===== config.mk =====
export PLATFORM = sky130hd
export DESIGN_NAME = shiftmul_top
export DESIGN_NICKNAME = d
export VERILOG_FILES = /design/src/rtl/shiftmul_pkg.sv /design/src/rtl/shiftmul_ctrl.sv /design/src/rtl/shiftmul_addsub.sv /design/src/rtl/shiftmul_datapath.sv /design/src/rtl/shiftmul_top.sv
export SDC_FILE = /design/constraint.sdc
export NUM_CORES = 1
export LEC_CHECK = 0
export CORE_AREA = 8 8 118 120
export CTS_BUF_LIST = sky130_fd_sc_hd__clkbuf_8
export CTS_CLUSTER_DIAMETER = 60
export CTS_CLUSTER_SIZE = 14
export DETAILED_ROUTE_END_ITERATION = 7
export DIE_AREA = 0 0 126 128
export PLACE_DENSITY = 0.9
export SLEW_MARGIN = 20
export SYNTH_ARGS = -nofsm -noshare
export SYNTH_HDL_FRONTEND = slang
export SYNTH_SLANG_ARGS = --single-unit

===== constraint.sdc =====
create_clock -name clk -period 7.8 [get_ports clk]
set_input_delay 1.17 -clock clk [delete_from_list [all_inputs] [get_ports clk]]
set_output_delay 1.17 -clock clk [all_outputs]
set_load 0.02 [all_outputs]

===== src/rtl/shiftmul_pkg.sv =====
package shiftmul_pkg;
    typedef enum logic [1:0] {
        S_IDLE   = 2'd0,
        S_STEP   = 2'd1,
        S_FINISH = 2'd2
    } mul_state_e;
endpackage


===== src/rtl/shiftmul_ctrl.sv =====
module shiftmul_ctrl
    import shiftmul_pkg::*;
#(
    parameter int N = 32
) (
    input  logic clk,
    input  logic rst_n,
    input  logic start,
    output logic load,
    output logic step,
    output logic last_step,
    output logic busy,
    output logic done
);
    localparam int CNT_W = $clog2(N + 1);
    localparam logic [CNT_W-1:0] LAST_IDX = CNT_W'(N - 1);

    mul_state_e state_q, state_d;
    logic [CNT_W-1:0] cnt_q;

    // state register
    always_ff @(posedge clk or negedge rst_n) begin
        if (!rst_n) state_q <= S_IDLE;
        else        state_q <= state_d;
    end

    // transitions: launch, iterate, complete, retire
    always_comb begin
        state_d = state_q;
        unique case (state_q)
            S_IDLE:   if (start) state_d = S_STEP;
            S_STEP:   if (cnt_q == LAST_IDX) state_d = S_FINISH;
            S_FINISH: state_d = S_IDLE;
            default:  state_d = S_IDLE;
        endcase
    end

    // outputs
    always_comb begin
        load      = 1'b0;
        step      = 1'b0;
        last_step = 1'b0;
        busy      = 1'b0;
        done      = 1'b0;
        unique case (state_q)
            S_IDLE:   load = start;
            S_STEP: begin
                step      = 1'b1;
                busy      = 1'b1;
                last_step = (cnt_q == LAST_IDX);
            end
            S_FINISH: begin
                busy = 1'b1;
                done = 1'b1;
            end
            default: ;
        endcase
    end

    // iteration counter
    always_ff @(posedge clk or negedge rst_n) begin
        if (!rst_n)    cnt_q <= '0;
        else if (load) cnt_q <= '0;
        else if (step) cnt_q <= cnt_q + 1'b1;
    end

    AST_CNT_RANGE: assert property (@(posedge clk) disable iff (!rst_n)
        (state_q == S_STEP) |-> (cnt_q < CNT_W'(N)));
    AST_START_IGNORED: assert property (@(posedge clk) disable iff (!rst_n)
        (state_q == S_STEP && start && !last_step) |=> (state_q == S_STEP && cnt_q == $past(cnt_q) + 1'b1));
    AST_FINISH_RETIRES: assert property (@(posedge clk) disable iff (!rst_n)
        (state_q == S_FINISH) |=> (state_q == S_IDLE));
endmodule


===== src/rtl/shiftmul_addsub.sv =====
module shiftmul_addsub #(
    parameter int N = 32
) (
    input  logic [N:0] acc_ext,
    input  logic [N:0] md_ext,
    input  logic       en_add,
    input  logic       negate,
    output logic [N:0] sum
);
    logic [N:0] operand;

    always_comb begin
        operand = md_ext ^ {(N + 1){negate}};
        if (en_add) sum = acc_ext + operand + {{N{1'b0}}, negate};
        else        sum = acc_ext;
    end
endmodule


===== src/rtl/shiftmul_datapath.sv =====
module shiftmul_datapath #(
    parameter int N = 32
) (
    input  logic         clk,
    input  logic         rst_n,
    input  logic         load,
    input  logic         step,
    input  logic         last_step,
    input  logic         busy,
    input  logic         mode_signed,
    input  logic [N-1:0] mcand,
    input  logic [N-1:0] mplier,
    output logic [N-1:0] hi,
    output logic [N-1:0] lo
);
    logic [N-1:0] hi_q, lo_q, md_q;
    logic         sgn_q;
    logic [N:0]   acc_ext, md_ext, sum;

    always_comb begin
        acc_ext = {sgn_q & hi_q[N-1], hi_q};
        md_ext  = {sgn_q & md_q[N-1], md_q};
    end

    shiftmul_addsub #(.N(N)) u_addsub (
        .acc_ext (acc_ext),
        .md_ext  (md_ext),
        .en_add  (lo_q[0]),
        .negate  (sgn_q & last_step),
        .sum     (sum)
    );

    always_ff @(posedge clk or negedge rst_n) begin
        if (!rst_n) begin
            hi_q  <= '0;
            lo_q  <= '0;
            md_q  <= '0;
            sgn_q <= 1'b0;
        end else if (load) begin
            hi_q  <= '0;
            lo_q  <= mplier;
            md_q  <= mcand;
            sgn_q <= mode_signed;
        end else if (step) begin
            hi_q <= sum[N:1];
            lo_q <= {sum[0], lo_q[N-1:1]};
        end
    end

    assign hi = hi_q;
    assign lo = lo_q;

    AST_MCAND_HELD: assert property (@(posedge clk) disable iff (!rst_n)
        busy |=> ($stable(md_q) && $stable(sgn_q)));
    AST_LOAD_CLEARS_HI: assert property (@(posedge clk) disable iff (!rst_n)
        load |=> (hi_q == '0));
endmodule


===== src/rtl/shiftmul_top.sv =====
module shiftmul_top #(
    parameter int N = 32
) (
    input  logic         clk,
    input  logic         rst_n,
    input  logic         start,
    input  logic         mode_signed,
    input  logic [N-1:0] mcand,
    input  logic [N-1:0] mplier,
    output logic         busy,
    output logic         done,
    output logic [N-1:0] prod_hi,
    output logic [N-1:0] prod_lo
);
    logic load, step, last_step;

    shiftmul_ctrl #(.N(N)) u_ctrl (
        .clk       (clk),
        .rst_n     (rst_n),
        .start     (start),
        .load      (load),
        .step      (step),
        .last_step (last_step),
        .busy      (busy),
        .done      (done)
    );

    shiftmul_datapath #(.N(N)) u_dp (
        .clk         (clk),
        .rst_n       (rst_n),
        .load        (load),
        .step        (step),
        .last_step   (last_step),
        .busy        (busy),
        .mode_signed (mode_signed),
        .mcand       (mcand),
        .mplier      (mplier),
        .hi          (prod_hi),
        .lo          (prod_lo)
    );

    AST_START_LAUNCH: assert property (@(posedge clk) disable iff (!rst_n)
        (!busy && start) |=> (busy && !done));
    AST_DONE_PULSE: assert property (@(posedge clk) disable iff (!rst_n)
        done |=> !done);
    AST_RESULT_HELD: assert property (@(posedge clk) disable iff (!rst_n)
        (!busy && !start) |=> ($stable(prod_hi) && $stable(prod_lo)));
    AST_BUSY_WITH_DONE: assert property (@(posedge clk) disable iff (!rst_n)
        (done) |=> !busy);
endmodule


==> run_results.csv, run 1 <==
group,metric,value,unit
timing,slew_viol_final,0,
floorplan,rows,41,
yosys,syn_area,6859,um2
critical_path,critPathCaptureType,"register",
floorplan,die_x,126,um
floorplan,die_area,16130,um2
yosys,synth_edf_count,0,
critical_path,regToRegSetupSlack,3.68,ns
route,drt_iter0_markers,334,
yosys,yosysSeqAreaShare,38.31,%
global_route,grt_max_degree,101,
clocking,cts_max_level,3,
global_route,grt_pass1_wl,28700,um
final_layout,stdcell_count,1049,
route,totalWireLength,17180,um
yosys,syn_area_per_cell,8.693,um2
placed_design,portBuffers,133,
yosys,synth.largest_area_cell,"dfrtp_1",
critical_path,worstPathArrival,4.43,ns
yosys,yosys-top-cells-area,"dfrtp_1 (38%), nand2_1 (8.8%), mux2i_1 (7.6%)",
critical_path,crit_buf_inv,3,
critical_path,path_cells,"inv_1 -> ha_4 -> nand2_1 -> nor2_4 -> buf_16 -> xor2_1 -> inv_1 -> fa_1 -> nand3b_1 -> a211oi_2 -> o31ai_4 -> o211ai_2 -> nor2_1 -> o21ai_2 -> a21oi_1 -> mux2_1 -> o311ai_1",
timing,max-slew-margin-rel,36.64,%
final_layout,filler_cell_count,955,
global_route,overflow,0,
timing,post-route-period-util,52.83,%
yosys,synthCells,789,
power_and_ir_drop,ir_drop,0.0003552,V
clocking,cts_buffer_depth,2,
timing,fmax,242.7,MHz
placed_design,gp_congestion,0.9035,
timing,rsz0062_at_grt,"false",
final_layout,layout.nets,1001,
min_path,hp-class,"register to register",
yosys,yosysUniqueCellTypes,63,
route,first_pass_iters,4,
yosys,yosysWarningCount,0,
critical_path,crit_top_cell,"inv_1",
clocking,cts_tree,"yes",
run,maxCapViolCount,0,
critical_path,path_max_fanout,19,
clocking,cts_resized,0,
final_layout,drive_gt1_share,4.894,%
critical_path,max_stage_delay,0.48,ns
timing,clock_skew,0.02039,ns
power_and_ir_drop,cellPowerDensity,462.8,nW/um2
critical_path,critical_path_class,"register to register",
yosys,synthArstFlopShare,100.0,%
yosys,ys.flop_type,"dfrtp_1",
placed_design,placed_cells,1031,
floorplan,die_h,128,um
yosys,synth_most_common_cell,"nand2_1",
yosys,syn_nets,896,
critical_path,slowest_stage,"nor2_4",
timing,setup_tns,0,ns
critical_path,critPathRequiredTime,8.11,ns
clocking,cts_setup_buffers,0,
timing,finalSetupViolations,0,
route,vias,5907,
floorplan,io_pins,134,
route,drc,0,
power_and_ir_drop,p_leak,3.915,nW
global_route,grt_pass1_vias,5908,
critical_path,crit_family,"compound AO/OA/AOI/OAI gates",
route,wl_per_cell,16.38,um
yosys,ys_ff_latch,105,
clocking,cts_made_buffers,9,
placed_design,detailed_place_hpwl,12030,um
global_route,gr-usage-all-layers,21.34,%
timing,worst_pin_slew,0.9503,ns
clocking,root_buffer,"clkbuf_8",
timing,hold_viol_final,0,
route,antenna_left,0,
clocking,clk_pin_slew,0.11,ns
clocking,cts_sinks,105,
yosys,synthTopCellsByCount,"nand2_1 (160), dfrtp_1 (105), o21ai_0 (60)",
clocking,postCtsHoldBufs,0,
floorplan,core_area,12210,um2
final_layout,diodes,0,
run_status,status,"finished, final reports clean",
timing,fin_crit,4.121,ns
critical_path,cp-start-kind,"register",
final_layout,syn2layout_area_growth,23.99,%
global_route,grt_antenna_before_repair,0,
clocking,clock_latency,0.40,ns
floorplan,start_util,56.18,%
route,routed_via_density,5.631,
yosys,synth_top_area_share,38.31,%
-- per-stage QoR --
stage | utilization [%] | hold slack [ns] | total power [mW] | worst slack (ns) | area, um2
floorplan | - | 0.4655 | 2.808 | 4.133 | 6859
global placement | 67.55 | 0.4850 | 3.490 | 3.655 | 8248
detailed placement | 67.55 | 0.4892 | 3.554 | 3.481 | 8248
CTS | 69.20 | 0.5210 | 3.923 | 3.445 | 8449
global route | 69.66 | 0.5338 | 4.258 | 3.369 | 8504
finish | 69.66 | 0.5158 | 3.936 | 3.679 | 8504
-- report_power, final --
part | internal, mW | switching, mW
clock network | 0.134 | 0.212
logic | 1.12 | 1.43
registers | 0.800 | 0.245
-- cell usage in the layout (no fill, tap or decap), drive strengths merged, types with 10 or more instances in the layout --
cell type / Yosys / routed
dfrtp: 105 / 105
a21oi: 51 / 51
clkdlybuf4s50: 0 / 132
clkbuf: 32 / 10
nand3: 12 / 12
a21o: 19 / 19
nand2: 161 / 161
o21ai: 66 / 66
mux2i: 52 / 52
xnor2: 17 / 17
inv: 20 / 24
nor2: 51 / 51
xor2: 42 / 42
ha: 38 / 38
a211oi: 17 / 17
-- final timing paths --
kind / start / endpoint / cells after the start
max reg2reg: u_ctrl.state_q[1] / u_dp.hi[31] / 17
min: u_dp.md_q[2] / u_dp.md_q[2] / 2
max: u_ctrl.state_q[1] / u_dp.hi[31] / 17
min in group asynchronous: rst_n / u_dp.md_q[9] / 1
min reg2reg: u_dp.md_q[2] / u_dp.md_q[2] / 2
max in group asynchronous: rst_n / u_dp.lo[25] / 2
-- per-layer routing --
metal / up-vias / GRT usage (%) / share of wire [%]
met5: - / 0 / 0
met4: 0 / 5.591 / 1.5
met3: 18 / 4.825 / 4.3
met2: 119 / 36.26 / 49
met1: 2820 / 26.86 / 45
li1: 2950 / - / -
-- layout make-up --
class | count | area, um2 | share of cell area [%]
clock buffer | 10 | 137.6 | 1.618
clock inverter | 6 | 63.81 | 0.7503
inverter | 20 | 75.07 | 0.8827
multi-input combinational | 618 | 3991 | 46.93
sequential | 105 | 2628 | 30.90
tap | 150 | 187.7 | 2.207
timing repair buffer | 140 | 1421 | 16.71
-- flip-flops by register name (all words and copies together) (netlist names) --
signal and flops:
u_ctrl.cnt_q 6, u_dp.hi 32, u_dp.sgn_q 1, u_dp.md_q 32, u_dp.lo 32, u_ctrl.state_q 2
-- tightest hold or removal path: stages, from the launching register on --
cell and delay [ns]:
dfrtp_1 0.38, nand2_1 0.06, nand2_1 0.06
-- cells by family (layout without fill, tap and decap cells) --
group / after synthesis / after routing / share of synthesized area (%)
adder cells (fa/ha/maj): 39 / 39 / 7.224
XOR/XNOR: 59 / 59 / 7.534
buffers and inverters: 66 / 176 / 3.794
AO/OA/AOI/OAI: 194 / 194 / 17.71
flip-flops: 105 / 105 / 38.31
multiplexers: 55 / 55 / 8.081
AND/OR/NAND/NOR: 271 / 271 / 17.35
No activity file was read; power rests on OpenSTA's default activity.
==> run 2, diff against run 1 <==
- CORE_AREA: 8 8 118 120 -> 8 8 128 130
- DIE_AREA: 0 0 126 128 -> 0 0 136 138
- PLACE_DENSITY: 0.9 -> 0.81
- clock period: 7.8 -> 3.7 ns (I/O delays scaled with it)
==> run 2 against run 1 <==
Power is 120% higher. Cell area is 4.2% higher. Final cell count up 5.8%. Clock skew barely moved. Global-route usage decreased by 1.9 points. Sequential cell count unchanged. Register-to-register slack lost 3.5 ns. Fmax up 17%. Worst setup slack got worse by 3.5 ns. Die area grew 16%. Sequential share of layout area down 1.2 points. Non-clock buffer count up 27. Highest routed layer unchanged.
==> run_results.csv, run 2 (same netlist as run 1, synthesis figures left out) <==
group,metric,value,unit
run_status,status,"finished, final reports clean",
power_and_ir_drop,p_seq_share,26.1,%
critical_path,path_max_fanout,9,
run,maxCapViolCount,0,
power_and_ir_drop,cellPowerDensity,975.3,nW/um2
floorplan,rows,44,
critical_path,r2r_end,"u_dp.hi[26]",
timing,fmax,283.2,MHz
global_route,grt_max_degree,93,
timing,slew_viol_final,0,
timing,post-route-period-util,95.44,%
global_route,grt_pass1_vias,5964,
timing,max-slew-margin-rel,49.53,%
route,wl_per_cell,16.71,um
final_layout,drive_gt1_share,9.503,%
power_and_ir_drop,clockPowerShare,8.9,%
timing,rsz0062_at_grt,"true",
route,totalWireLength,18540,um
critical_path,critPathCaptureType,"register",
clocking,cts_buffer_depth,2,
route,wl_met1,8369,um
global_route,gr-usage-all-layers,19.48,%
timing,hold_ws,0.1552,ns
floorplan,die_h,138,um
power_and_ir_drop,ir_drop,0.0007144,V
placed_design,gp_congestion,0.8596,
route,antenna_left,0,
route,drt_iter0_markers,393,
timing,fin_crit,3.531,ns
placed_design,portBuffers,133,
clocking,clk_pin_slew,0.10,ns
final_layout,diodes,0,
timing,hold_viol_final,0,
timing,clock_skew,0.01998,ns
clocking,cts_max_level,3,
clocking,root_buffer,"clkbuf_8",
min_path,hp-class,"primary input to asynchronous set/reset pin",
placed_design,pre_cts_slack,0.03264,ns
critical_path,critical_path_class,"register to register",
power_and_ir_drop,combPwrFrac,65.0,%
global_route,overflow,0,
route,met3_length,682,um
critical_path,regToRegSetupSlack,0.17,ns
critical_path,worstPathArrival,3.78,ns
critical_path,r2r.worst_path.cells,16,
clocking,cts_made_buffers,9,
floorplan,io_pins,134,
timing,setup_slack,0.1689,ns
power_and_ir_drop,p_leak,4.060,nW
floorplan,start_util,47.92,%
critical_path,cp-start-kind,"register",
route,met2WireLength,9180,um
route,drc,0,
critical_path,critPathRequiredTime,3.95,ns
clocking,cts_sinks,105,
placed_design,detailed_place_hpwl,13020,um
critical_path,regToRegStartpoint,"u_ctrl.state_q[1]",
route,vias,6080,
final_layout,filler_cell_count,1216,
route,routed_via_density,5.477,
global_route,grt_pass1_wl,30130,um
global_route,grt_antenna_before_repair,0,
route,first_pass_iters,5,
clocking,cts_tree,"yes",
timing,finalSetupViolations,0,
clocking,clock_latency,0.40,ns
power_and_ir_drop,switching_power,4.084,mW
power_and_ir_drop,internal_power,4.557,mW
route,routed.top_layer,"met4",
final_layout,syn2layout_area_growth,29.17,%
floorplan,die_area,18770,um2
floorplan,die_x,136,um
final_layout,layout.nets,1028,
final_layout,final_common_cell,"nand2_1",
timing,worst_pin_slew,0.7571,ns
final_layout,final_cell_mix,"nand2_1 (159), clkdlybuf4s50_1 (132), dfrtp_1 (105)",
floorplan,core_area,14310,um2
power_and_ir_drop,p_sw_share,47.27,%
[run 2: worst max-delay path by stage]
stage                      startpoint          end
finish              u_ctrl.state_q[1]  u_dp.hi[26]
global route          u_ctrl.cnt_q[5]  u_dp.hi[10]
CTS                 u_ctrl.state_q[1]  u_dp.hi[31]
detailed placement  u_ctrl.state_q[1]  u_dp.hi[31]
global placement    u_ctrl.state_q[1]  u_dp.hi[31]
floorplan           u_ctrl.state_q[1]  u_dp.hi[31]
[run 2: stage by stage]
| stage | setup TNS, ns | cell area [um2] | util, % | power [mW] | std cells |
|---|---|---|---|---|---|
| 2_1_floorplan | 0 | 6859 | - | 5.920 | 789 |
| 3_5_place_dp | 0 | 8438 | 58.95 | 7.667 | 1083 |
| 5_1_grt | -0.1440 | 8860 | 61.90 | 9.337 | 1110 |
| 3_3_place_gp | 0 | 8438 | 58.95 | 7.556 | 1083 |
| 6_report | 0 | 8860 | 61.90 | 8.641 | 1110 |
| 4_1_cts | 0 | 8651 | 60.44 | 8.487 | 1099 |
[run 2: timing repair]
item,in CTS,in global routing
endpoints found under the hold margin,0,0
gates resized for setup,0,22
setup endpoints to repair,1,13
buffers inserted,0,9
cloned,0,1
hold buffers,0,0
pin swaps,1,7
[run 2: routing by layer]
metal,up-vias,GRT usage [%]
li1,2995,-
met1,2952,25.17
met4,0,5.842
met3,23,3.478
met2,110,32.30
met5,-,0
[run 2: cell type report]
cell class / count / area [um2] / area share (%)
clock buffer: 10 / 137.6 / 1.553
clock inverter: 6 / 75.07 / 0.8473
inverter: 20 / 75.07 / 0.8473
multi-input combinational: 618 / 4064 / 45.87
sequential: 105 / 2628 / 29.66
tap: 184 / 230.2 / 2.599
timing repair buffer: 167 / 1650 / 18.63
[run 2: power groups by stage]
| stage | Clock [mW] | Sequential, mW | Combinational [mW] |
|---|---|---|---|
| after CTS | 0.789 | 2.24 | 5.46 |
| final | 0.769 | 2.25 | 5.62 |
| after detailed placement | 0 | 2.25 | 5.42 |
| after global placement | 0 | 2.24 | 5.32 |
| after global routing | 0.825 | 2.32 | 6.19 |
| after floorplan | 0 | 2.47 | 3.45 |
[run 2: worst max-delay path, cell delays in order, from the launching register on]
cell and delay, ns:
dfrtp_1 0.40, inv_2 0.11, ha_4 0.14, nand2_1 0.10
nor2_4 0.17, buf_12 0.15, buf_12 0.14, xor2_1 0.08
ha_1 0.39, nand2_2 0.12, or4_1 0.53, a21oi_1 0.13
nor2_1 0.11, a21bo_2 0.26, o31ai_2 0.27, xnor2_1 0.18
o22ai_1 0.10
